<file path="src/rtl/hist_run_pkg.sv">
package hist_run_pkg;

  // Strobes from the control unit to the datapath
  typedef struct packed {
    logic take;   // sample accepted this cycle
    logic first;  // accepted sample opens a frame
    logic flush;  // write the open run back to its bin
    logic clrWe;  // zero the bin at the clear address
  } histStrb_t;

endpackage

</file>
<file path="src/rtl/hist_run_ctrl.sv">
module hist_run_ctrl
  import hist_run_pkg::*;
#(
  parameter int BIN_W = 4
) (
  input  logic             clk,
  input  logic             rstN,
  input  logic             clearReq,
  input  logic             inValid,
  input  logic             inLast,
  output histStrb_t        strb,
  output logic [BIN_W-1:0] clrAddr,
  output logic             busy,
  output logic             done
);

  localparam int NBINS = 1 << BIN_W;

  typedef enum logic [2:0] {
    S_IDLE, S_CLEAR, S_RUN, S_FLUSH, S_DRAIN
  } ctrlState_t;

  ctrlState_t state;
  logic [BIN_W-1:0] clrCnt;

  always_comb begin
    strb.take  = inValid && ((state == S_IDLE && !clearReq) || state == S_RUN);
    strb.first = strb.take && (state == S_IDLE);
    strb.flush = (state == S_FLUSH);
    strb.clrWe = (state == S_CLEAR);
  end

  assign clrAddr = clrCnt;
  assign busy    = (state == S_CLEAR) || (state == S_FLUSH) || (state == S_DRAIN);

  always_ff @(posedge clk) begin
    if (!rstN) begin
      state  <= S_IDLE;
      clrCnt <= '0;
      done   <= 1'b0;
    end else begin
      done <= (state == S_DRAIN);
      unique case (state)
        S_IDLE: begin
          if (clearReq) begin
            state  <= S_CLEAR;
            clrCnt <= '0;
          end else if (inValid) begin
            state <= inLast ? S_FLUSH : S_RUN;
          end
        end
        S_CLEAR: begin
          if (clrCnt == BIN_W'(NBINS - 1)) begin
            state  <= S_IDLE;
            clrCnt <= '0;
          end else begin
            clrCnt <= clrCnt + 1'b1;
          end
        end
        S_RUN:   if (inValid && inLast) state <= S_FLUSH;
        S_FLUSH: state <= S_DRAIN;
        S_DRAIN: state <= S_IDLE;
        default: state <= S_IDLE;
      endcase
    end
  end


  done_pulse_chk: assert property (@(posedge clk) disable iff (!rstN)
    done |=> !done);


  clear_busy_chk: assert property (@(posedge clk) disable iff (!rstN)
    (state == S_IDLE && clearReq) |=> busy);

endmodule

</file>
<file path="src/rtl/hist_run_dp.sv">
module hist_run_dp
  import hist_run_pkg::*;
#(
  parameter int BIN_W = 4,
  parameter int CNT_W = 10
) (
  input  logic             clk,
  input  logic             rstN,
  input  histStrb_t        strb,
  input  logic [BIN_W-1:0] clrAddr,
  input  logic [BIN_W-1:0] inBin,
  input  logic [BIN_W-1:0] extAddr,
  output logic [CNT_W-1:0] rdData
);

  localparam int NBINS = 1 << BIN_W;

  logic [CNT_W-1:0] mem [NBINS];

  logic [BIN_W-1:0] prevIdx;
  logic [CNT_W-1:0] acc;
  logic             basePend;   // rdQ holds the stored base of the open run
  logic             wrValid;
  logic [BIN_W-1:0] wrAddr;
  logic [CNT_W-1:0] wrData;
  logic [CNT_W-1:0] rdQ;

  logic [BIN_W-1:0] rdAddrSel;
  logic [CNT_W-1:0] accEff;
  logic             sameBin;

  assign rdAddrSel = strb.take ? inBin : extAddr;
  assign accEff    = acc + (basePend ? rdQ : '0);
  assign sameBin   = (inBin == prevIdx);
  assign rdData    = rdQ;

  // Bin storage: one write port, one registered read port
  always_ff @(posedge clk) begin
    if (strb.clrWe)
      mem[clrAddr] <= '0;
    else if (wrValid)
      mem[wrAddr] <= wrData;
  end

  // Read with bypass of the write staged for this edge
  always_ff @(posedge clk) begin
    if (!rstN)
      rdQ <= '0;
    else if (wrValid && !strb.clrWe && wrAddr == rdAddrSel)
      rdQ <= wrData;
    else
      rdQ <= mem[rdAddrSel];
  end

  // Run accumulator and write staging
  always_ff @(posedge clk) begin
    if (!rstN) begin
      prevIdx  <= '0;
      acc      <= '0;
      basePend <= 1'b0;
      wrValid  <= 1'b0;
      wrAddr   <= '0;
      wrData   <= '0;
    end else begin
      wrValid  <= 1'b0;
      basePend <= 1'b0;
      acc      <= accEff;
      if (strb.take) begin
        if (strb.first || !sameBin) begin
          if (!strb.first) begin
            wrValid <= 1'b1;
            wrAddr  <= prevIdx;
            wrData  <= accEff;
          end
          acc      <= CNT_W'(1);
          basePend <= 1'b1;
          prevIdx  <= inBin;
        end else begin
          acc <= accEff + CNT_W'(1);
        end
      end else if (strb.flush) begin
        wrValid <= 1'b1;
        wrAddr  <= prevIdx;
        wrData  <= accEff;
      end
    end
  end


  ram_write_chk: assert property (@(posedge clk) disable iff (!rstN)
    ($past(wrValid) && !$past(strb.clrWe)) |-> (mem[$past(wrAddr)] == $past(wrData)));


  acc_nonzero_chk: assert property (@(posedge clk) disable iff (!rstN)
    strb.take |=> (acc != '0));

endmodule

</file>
<file path="src/rtl/hist_run_engine.sv">
module hist_run_engine
  import hist_run_pkg::*;
#(
  parameter int BIN_W     = 4,
  parameter int MAX_FRAME = 1000,
  localparam int CNT_W    = $clog2(MAX_FRAME + 1)
) (
  input  logic             clk,
  input  logic             rstN,
  input  logic             clearReq,
  input  logic             inValid,
  input  logic [BIN_W-1:0] inBin,
  input  logic             inLast,
  output logic             busy,
  output logic             done,
  input  logic [BIN_W-1:0] rdAddr,
  output logic [CNT_W-1:0] rdData
);

  histStrb_t        strb;
  logic [BIN_W-1:0] clrAddr;

  hist_run_ctrl #(.BIN_W(BIN_W)) u_ctrl (
    .clk      (clk),
    .rstN     (rstN),
    .clearReq (clearReq),
    .inValid  (inValid),
    .inLast   (inLast),
    .strb     (strb),
    .clrAddr  (clrAddr),
    .busy     (busy),
    .done     (done)
  );

  hist_run_dp #(.BIN_W(BIN_W), .CNT_W(CNT_W)) u_dp (
    .clk     (clk),
    .rstN    (rstN),
    .strb    (strb),
    .clrAddr (clrAddr),
    .inBin   (inBin),
    .extAddr (rdAddr),
    .rdData  (rdData)
  );


  busy_no_take_chk: assert property (@(posedge clk) disable iff (!rstN)
    busy |-> !strb.take);

endmodule

</file>
<file path="config.mk">
export PLATFORM = sky130hd
export DESIGN_NAME = hist_run_engine
export DESIGN_NICKNAME = d
export VERILOG_FILES = /design/src/rtl/hist_run_pkg.sv /design/src/rtl/hist_run_ctrl.sv /design/src/rtl/hist_run_dp.sv /design/src/rtl/hist_run_engine.sv
export SDC_FILE = /design/constraint.sdc
export NUM_CORES = 1
export LEC_CHECK = 0
export ABC_CLOCK_PERIOD_IN_PS = 8400
export BUFFER_PORTS_ARGS = -buffer_cell sky130_fd_sc_hd__clkbuf_2
export CAP_MARGIN = 25
export CORE_MARGIN = 1
export CORE_UTILIZATION = 50
export CTS_BUF_LIST = sky130_fd_sc_hd__clkbuf_8 sky130_fd_sc_hd__clkbuf_16
export DETAILED_ROUTE_END_ITERATION = 7
export GPL_TIMING_DRIVEN = 0
export PLACE_DENSITY = 0.66
export SKIP_LAST_GASP = 1
export SLEW_MARGIN = 15
export SYNTH_ARGS = -nofsm -noshare
export SYNTH_HDL_FRONTEND = slang
export SYNTH_SLANG_ARGS = --single-unit
export TNS_END_PERCENT = 5
</file>
<file path="constraint.sdc">
create_clock -name clk -period 8.4 [get_ports clk]
set_clock_uncertainty 0.15 [all_clocks]
set_input_delay 1.68 -clock clk [delete_from_list [all_inputs] [get_ports clk]]
set_output_delay 1.68 -clock clk [all_outputs]
set_load 0.005 [all_outputs]
</file>
# After elaboration in Yosys (flattened, before gate mapping)
# Memories as Yosys holds them, arrays and structs flattened. A register that Yosys moved wholly into a read port is not among the register bits.
# Index checks and enable logic that the tools add are counted.
dict set report word_totals {
  regBits 49
  latchBits 0
  ram_bits 160
  romBits 0
  output_inout_bits 12
  wordCells 84
  memories 1
}
dict set report op_classes {
  addsub 3
  n_mul 0
  n_div 0
  order_cmp 0
  eq_ne 13
  n_shift 0
  muxes 35
  n_bitwise 1
  reduce_logical 20
}
# memory depth width read_ports rd_clocked_by_memory_dff wr line_no
set mem_list {}
lappend mem_list {u_dp.mem 16 10 1 1 1 hist_run_dp.sv:18} ;# logic [CNT_W-1:0] mem [NBINS];
# op n
set op_table {}
lappend op_table {{two-way mux 10 bit} 9}
lappend op_table {{two-way mux 4 bit} 8}
lappend op_table {{two-way mux 1 bit} 12}
lappend op_table {{two-way mux 3 bit} 4}
lappend op_table {{case mux 3 bit (4 select lines)} 1}
lappend op_table {{adder 10 x 1 -> 10 bit (second input constant)} 1}
lappend op_table {{adder 10 bit} 1}
lappend op_table {{inequality test 2 bit (second input constant)} 5}
lappend op_table {{OR reduction 10 bit} 1}
lappend op_table {{equality test 4 bit} 2}
lappend op_table {{case mux 4 bit (2 select lines)} 1}
lappend op_table {{equality test 3 x 2 -> 1 bit (second input constant)} 2}
lappend op_table {{AND reduction 2 bit} 3}
lappend op_table {{AND reduction 3 bit} 2}
lappend op_table {{adder 4 x 1 -> 4 bit (second input constant)} 1}
lappend op_table {{equality test 4 bit (second input constant)} 1}
lappend op_table {{logical AND 1 bit} 4}
lappend op_table {{logical OR 1 bit} 4}
lappend op_table {{nonzero test 2 bit} 2}
lappend op_table {{equality test 3 x 1 -> 1 bit (second input constant)} 1}
lappend op_table {{equality test 3 bit (second input constant)} 1}
lappend op_table {{zero test 1 bit} 3}
lappend op_table {{zero test 3 bit} 1}
lappend op_table {{inequality test 3 bit (second input constant)} 1}
lappend op_table {{AND 1 bit} 1}

# Depth between registers and ports, before layout
# Gate-level depths: netlist of run 1.
dict set report depth {
  depth_word 8
  mapped_depth 13
  mapped_depth_nobuf 12
}

# Modules after synthesis
# Synthesis of run 1 repeated with hierarchy kept, for this count alone.
dict set report unflattened {
  hier_cells 654
  hier_area_um2 9449.1
}
# mod n_inst cells_each area_each_um2 seq_area_each_um2
set by_module_without_submodules {}
lappend by_module_without_submodules {hist_run_dp 1 606 9048.7 5825.6}
lappend by_module_without_submodules {hist_run_ctrl 1 48 400.4 160.2}

# Least setup slack after synthesis of run 1
# Ideal clock, no wire load.
dict set report synth_path {
  path_kind {input -> register}
  from {in inValid}
  to {reg (tool-made name)}
  setup_time_ps 127
  arrival_time_ps 3309
  required_time_ps 8123
  path_slack_ps 4814
  stages 7
  n_path_buf 2
  cell_sequence {nor3b_4 nand2_4 mux2_4 buf_2 buf_1 a211oi_1 or3_1}
}
# element line_no
set synth_rtl {}
lappend synth_rtl {{start: declaration} hist_run_engine.sv:11} ;# input logic inValid,

==> results of run 1 <==
[worst max-delay path, cell delays in order]
cell      delay (ps)
clkbuf_2         130
nor3b_4          430
nand2_4          160
mux2_4           310
buf_2            310
buf_1            640
nor2_1            80
nor2_1           130
o22ai_1          110
o21ai_0          460
[final timing paths]
| check | to | slack, ps | start | cells past startpoint |
|---|---|---|---|---|
| max | register | 4130 | inValid | 10 |
| min | register | 210 | u_dp.wrData[2]$_SDFFE_PN0P_ | 0 |
| max reg2reg | u_dp.acc[9]$_SDFF_PN0_ | 4500 | register | 12 |
| min reg2reg | register | 210 | u_dp.wrData[2]$_SDFFE_PN0P_ | 0 |
[layout by cell type, fill, tap and decap left out, types with 9 or more instances in the layout]
cell	synthesis	routed
a211oi_1	16	16
a21oi_1	28	28
a31oi_1	15	15
and2_1	22	22
and3_1	17	17
buf_2	14	14
buf_4	4	16
clkbuf_1	13	13
clkbuf_16	0	23
clkbuf_2	1	20
dfxtp_1	59	59
edfxtp_1	160	160
ha_1	11	11
inv_1	23	27
mux2_2	14	14
mux2i_1	28	28
nand2_1	79	79
nand3_1	9	9
nor2_1	75	75
nor3_1	18	18
o2111ai_1	13	13
o211ai_1	12	12
o21ai_0	30	30
xnor2_1	17	17
[metal layers]
metal | global-route usage [%] | part of all wire [%]
met5 | 0 | 0
met4 | 7.838 | 3.1
met3 | 3.193 | 8.1
met2 | 43.10 | 48
met1 | 32.98 | 41
[state kept, by name, summed over array words and instances (netlist names), 3 cells and up, named ones only]
register and flops:
u_ctrl.state 3, u_dp.prevIdx 4, u_dp.mem 160, u_dp.wrAddr 4, u_dp.acc 10, u_dp.wrData 10
u_ctrl.clrAddr 4
[final cells by class]
class	instances	share of cell area (%)
Sequential cell	219	55.22
Multi-Input combinational cell	510	30.52
Clock buffer	24	5.437
Tap cell	234	2.701
Buffer	40	2.043
Timing Repair Buffer	32	1.812
Clock inverter	17	1.431
Inverter	24	0.8311
[kinds of logic after synthesis]
group,count (synthesis),share of synthesized area (%)
AOI/OAI and AO/OA,152,10.63
xor gates and xnor gates,23,2.097
adders and majority gates,12,1.641
buffers and inverters,64,3.243
DFF,219,62.32
muxes,49,5.849
and+or+nand+nor,274,14.22
[per-stage QoR]
stage,util (%),instance area [um2],std cells
5_1_grt,57.75,10840,1100
6_report,57.75,10840,1100
2_1_floorplan,-,9605,793
3_3_place_gp,53.25,9993,1046
3_5_place_dp,53.63,10060,1055
4_1_cts,57.59,10810,1096
[power groups by stage]
stage          Sequential (mW)  Combinational (mW)  Clock (mW)
3_5_place_dp              1.20               0.228           0
4_1_cts                   1.18               0.229        1.01
3_3_place_gp              1.20               0.223           0
5_1_grt                   1.18               0.249        1.05
6_report                  1.18               0.232        1.01
2_1_floorplan             1.20               0.151           0
==> impl_metrics.py, run 1 <==
metrics = {
    "outcome": {
        "status": "completed",
    },
    "setup_path": {
        "crit_fanout": 10,
        "startpoint_type": "primary input",
        "crit_type": "in2reg",
        "critical_path_required_ps": 8600,
        "arrival_ps": 4470,
        "critPathCaptureType": "register",
    },
    "floorplanning": {
        "ios": 25,
        "start_util_pct": 51.18,
        "fp.coreArea_mm2": 0.01877,
        "fp-row-count": 50,
        "die_x_um": 140.6,
        "die-area_mm2": 0.01977,
        "die_h_um": 140.6,
    },
    "routing": {
        "drt_iter0_markers": 592,
        "drc": 0,
        "vias_per_cell": 6.075,
        "wl_um": 24150,
        "detail_route.wl_per_cell_um": 21.96,
        "vias": 6683,
        "ant_nets": 0,
        "drt_pre_antenna_iters": 5,
    },
    "global_routing": {
        "grt-ovfl-total": 0,
        "grt_first_pass_wirelength_um": 37140,
        "grt_max_degree": 17,
        "gr-usage-all-layers_pct": 25.00,
        "grt_pass1_vias": 6501,
        "antenna_found_initial": 0,
    },
    "timing": {
        "drv_slew": 0,
        "slew_headroom_pct": 31.34,
        "finalSetupViolations": 0,
        "fin_ws_ps": 4133,
        "hold_slack_ps": 214.2,
        "post-route-period-util_pct": 50.80,
        "worst_pin_slew_ps": 1026,
        "clock.fmax_mhz": 234.3,
        "rsz0062_at_grt": "no",
        "hold_viol": 0,
        "fin_setup_tns_ps": 0,
        "period_needed_ps": 4267,
    },
    "clock_tree": {
        "cts_buffers": 23,
        "cts_tree": "done",
        "htree_levels": 1,
        "clock_latency_ps": 520,
        "clock_sinks": 219,
        "cts_setup_buffers": 0,
        "cts_hold_buf": 0,
        "clk_pin_slew_ps": 60,
        "cts_resized": 0,
        "ctsRootBufferMaster": "clkbuf_16",
        "cts_buffer_depth": 3,
    },
    "layout": {
        "seq_area_mm2": 0.005986,
        "fillers": 1527,
        "multiInputGateArea_mm2": 0.003308,
        "drive_gt1_share_pct": 14.43,
        "final_nets": 875,
        "insertedDiodeCount": 0,
        "area_growth_pct": 12.84,
    },
    "pwr": {
        "switching_share_pct": 23.76,
        "total_leakage_power_nw": 3.786,
        "ir_worst_vdd_uv": 189.6,
        "p_switching_uw": 575.3,
        "clkPwrFrac_pct": 41.8,
        "finalPower_mw": 2.421,
        "powerDensity_mw_per_mm2": 223.4,
        "combPwrFrac_pct": 9.6,
        "power.sequential.fraction_pct": 48.6,
        "p_int_mw": 1.846,
    },
    "logic_synthesis": {
        "synth_cell_types": 70,
        "synthCells": 793,
        "ys.flop_type": "edfxtp_1",
        "synth_warnings": 0,
        "async_flop_share_pct": 0,
        "synth_area_leaders": "edfxtp_1 50%, dfxtp_1 12%, nand2_1 3.1%",
        "syn-num-nets": 818,
        "seq_area_frac_synth_pct": 62.32,
        "ys_seq_elements": 219,
        "synth_top_cell_by_area": "edfxtp_1",
        "synth_top_area_share_pct": 50.02,
        "synth_common_cells": "160 x edfxtp_1, 79 x nand2_1, 75 x nor2_1",
        "avgSynthCellArea_um2": 12.11,
        "synth_edf_count": 160,
        "synth_area_mm2": 0.009605,
        "synth_most_common_cell": "edfxtp_1",
    },
    "place": {
        "gp_congestion": 0.8460,
        "dp_hpwl_um": 16910,
        "pre_cts_slack_ps": 3716,
        "port_buffers": 19,
    },
    "min_path": {
        "hold_class": "reg2reg",
    },
    "job": {
        "max-cap-violations": 0,
    },
}
No activity file was read; power rests on OpenSTA's default activity.
==> inputs of run 2 (changes only) <==
ABC_AREA = 1   (was not set)
ABC_CLOCK_PERIOD_IN_PS = 4150   (was 8400)
clock period = 4.15 ns   (was 8.4 ns; I/O delays follow)
==> run 2 against run 1 <==
Total power increased by 140%; non-clock buffer count increased by 14; clock-buffer cell count increased by 1; highest routed layer unchanged.
==> impl_metrics.py, run 2 <==
metrics = {
    "routing": {
        "dr_wl_met3_um": 1898,
        "wl_met2_um": 11760,
        "drc": 0,
        "vias_per_cell": 5.241,
        "drt_iter0_markers": 730,
        "ant_nets": 0,
        "detail_route.wl_per_cell_um": 17.85,
        "highest_layer": "met4",
        "wl_um": 25460,
        "drt_pre_antenna_iters": 5,
        "vias": 7474,
        "m1WireLength_um": 10920,
    },
    "layout": {
        "instances_no_fill": 1426,
        "largest_register": "u_dp.mem",
        "area_growth_pct": 14.13,
        "drive_gt1_share_pct": 11.20,
        "largest_register_ff_count": 160,
        "reg_top3": "u_dp.mem x160, u_dp.acc x10, u_dp.wrData x10",
        "layout_common_cells": "213 x nand2_1, 196 x inv_1, 185 x nand3_1",
        "final_core_util_pct": 58.28,
        "fin_area_mm2": 0.01138,
        "final_nets": 1170,
        "final_common_cell": "nand2_1",
        "insertedDiodeCount": 0,
    },
    "pwr": {
        "p_switching_mw": 1.628,
        "switching_share_pct": 28.54,
        "power.sequential.fraction_pct": 44.3,
        "clkPwrFrac_pct": 37.4,
        "p_int_mw": 4.075,
        "ir_worst_vdd_uv": 434.9,
        "powerDensity_mw_per_mm2": 501.1,
        "combPwrFrac_pct": 18.3,
        "total_leakage_power_nw": 5.018,
    },
    "timing": {
        "drv_slew": 0,
        "post-route-period-util_pct": 75.37,
        "finalSetupViolations": 0,
        "clock.fmax_mhz": 319.7,
        "fin_setup_tns_ps": 0,
        "hold_viol": 0,
        "rsz0062_at_grt": "no",
        "worst_pin_slew_ps": 1111,
        "slew_headroom_pct": 25.66,
        "period_needed_ps": 3128,
    },
    "global_routing": {
        "grt_pass1_vias": 6800,
        "grt_max_degree": 17,
        "antenna_found_initial": 0,
        "grt-ovfl-total": 0,
        "grt_first_pass_wirelength_um": 38140,
        "gr-usage-all-layers_pct": 25.40,
    },
    "logic_synthesis": {
        "synth_most_common_cell": "nand2_1",
        "synth_top_area_share_pct": 48.19,
        "synthCells": 1078,
        "synth_top_cell_by_area": "edfxtp_1",
        "synth_common_cells": "213 x nand2_1, 193 x inv_1, 185 x nand3_1",
        "synth_warnings": 0,
        "ys_seq_elements": 219,
        "avgSynthCellArea_um2": 9.249,
        "seq_area_frac_synth_pct": 60.03,
        "async_flop_share_pct": 0,
        "synth_cell_types": 37,
        "synth_area_leaders": "edfxtp_1 48%, dfxtp_1 12%, nand3_1 9.3%",
        "ys.flop_type": "edfxtp_1",
        "synth_area_mm2": 0.009971,
        "synth_edf_count": 160,
        "syn-num-nets": 1103,
    },
    "outcome": {
        "status": "completed",
    },
    "clock_tree": {
        "cts_hold_buf": 0,
        "cts_setup_buffers": 0,
        "cts_resized": 0,
        "ctsRootBufferMaster": "clkbuf_16",
        "cts_buffers": 23,
        "cts_tree": "done",
        "htree_levels": 1,
        "clock_sinks": 219,
        "clock_latency_ps": 510,
        "cts_buffer_depth": 3,
        "clk_pin_slew_ps": 60,
    },
    "place": {
        "port_buffers": 23,
        "dp_hpwl_um": 17890,
        "gp_congestion": 0.9561,
        "placedCellCount": 1379,
        "place_area_mm2": 0.01055,
    },
    "setup_path": {
        "critical_path_required_ps": 4450,
        "reg2reg_slack_ps": 1020,
        "startpoint_type": "register",
        "critPathCaptureType": "register",
        "crit_fanout": 10,
        "crit_type": "reg2reg",
        "arrival_ps": 3430,
    },
    "floorplanning": {
        "die_h_um": 143.2,
        "die-area_mm2": 0.02051,
        "fp.coreArea_mm2": 0.01953,
        "die_x_um": 143.2,
        "ios": 25,
        "start_util_pct": 51.06,
        "fp-row-count": 51,
    },
    "min_path": {
        "hold_class": "reg2reg",
    },
    "job": {
        "max-cap-violations": 0,
    },
}
-- run 2: cell families (layout without fill, tap and decap cells) --
logic type,Yosys count,after routing,synth area share (%)
flops,219,219,60.03
fa+ha+maj,12,12,1.581
xor+xnor,10,10,0.8785
simple gates,512,512,23.39
buf+inv,242,325,9.637
compound gates,83,83,4.480
-- run 2: worst max-delay path, cell delays in order (launching register included) --
cell      delay (ps)
dfxtp_1          330
clkbuf_1         380
nand2_1          130
a21oi_1          180
ha_1             240
inv_1             80
fa_1             500
inv_1            150
nand2_1           70
nor2_1           130
nand2_2          100
nor2_4           120
nand2_2           70
nor2_4           130
nand4_1          110
nand2_1           90
nand2_1           50
nor2_1            80
-- run 2: power by group through the flow --
stage | Combinational (mW) | Sequential [mW] | Clock [mW]
finish | 1.04 | 2.53 | 2.13
global route | 1.14 | 2.54 | 2.23
CTS | 1.02 | 2.53 | 2.15
detailed placement | 1.01 | 2.57 | 0
global placement | 0.995 | 2.57 | 0
floorplan | 0.685 | 2.56 | 0
-- run 2: layout make-up --
cell class,instances,area (um2)
buffer,44,217.7
clock buffer,25,603.1
clock inverter,16,177.7
fill,1748,8147
inverter,198,743.2
multi-input combinational,617,3037
sequential,219,5986
tap,265,331.6
timing repair buffer,42,284.0
-- run 2: worst paths after layout --
kind,from,to,cells past startpoint
worst max-delay path,register,u_dp.acc[9]$_SDFF_PN0_,17
worst min-delay path,u_dp.wrData[9]$_SDFFE_PN0P_,register,0
worst min register to register,u_dp.wrData[9]$_SDFFE_PN0P_,register,0
worst max register to register,register,u_dp.acc[9]$_SDFF_PN0_,17
-- run 2: layer usage --
layer | vias up | GRT usage (%)
li1 | 3653 | -
met1 | 3485 | 34.66
met2 | 273 | 40.77
met3 | 63 | 4.125
met4 | 0 | 9.630
met5 | - | 0
-- run 2: per-stage QoR --
| step | hold slack (ps) | total power, mW | setup WS, ps |
|---|---|---|---|
| after floorplan | 180.8 | 3.240 | 1514 |
| after global placement | 193.7 | 3.567 | 1049 |
| after detailed placement | 190.2 | 3.588 | 1047 |
| after CTS | 202.2 | 5.696 | 1018 |
| after global routing | 210.5 | 5.908 | 613.8 |
| final | 205.8 | 5.703 | 1022 |
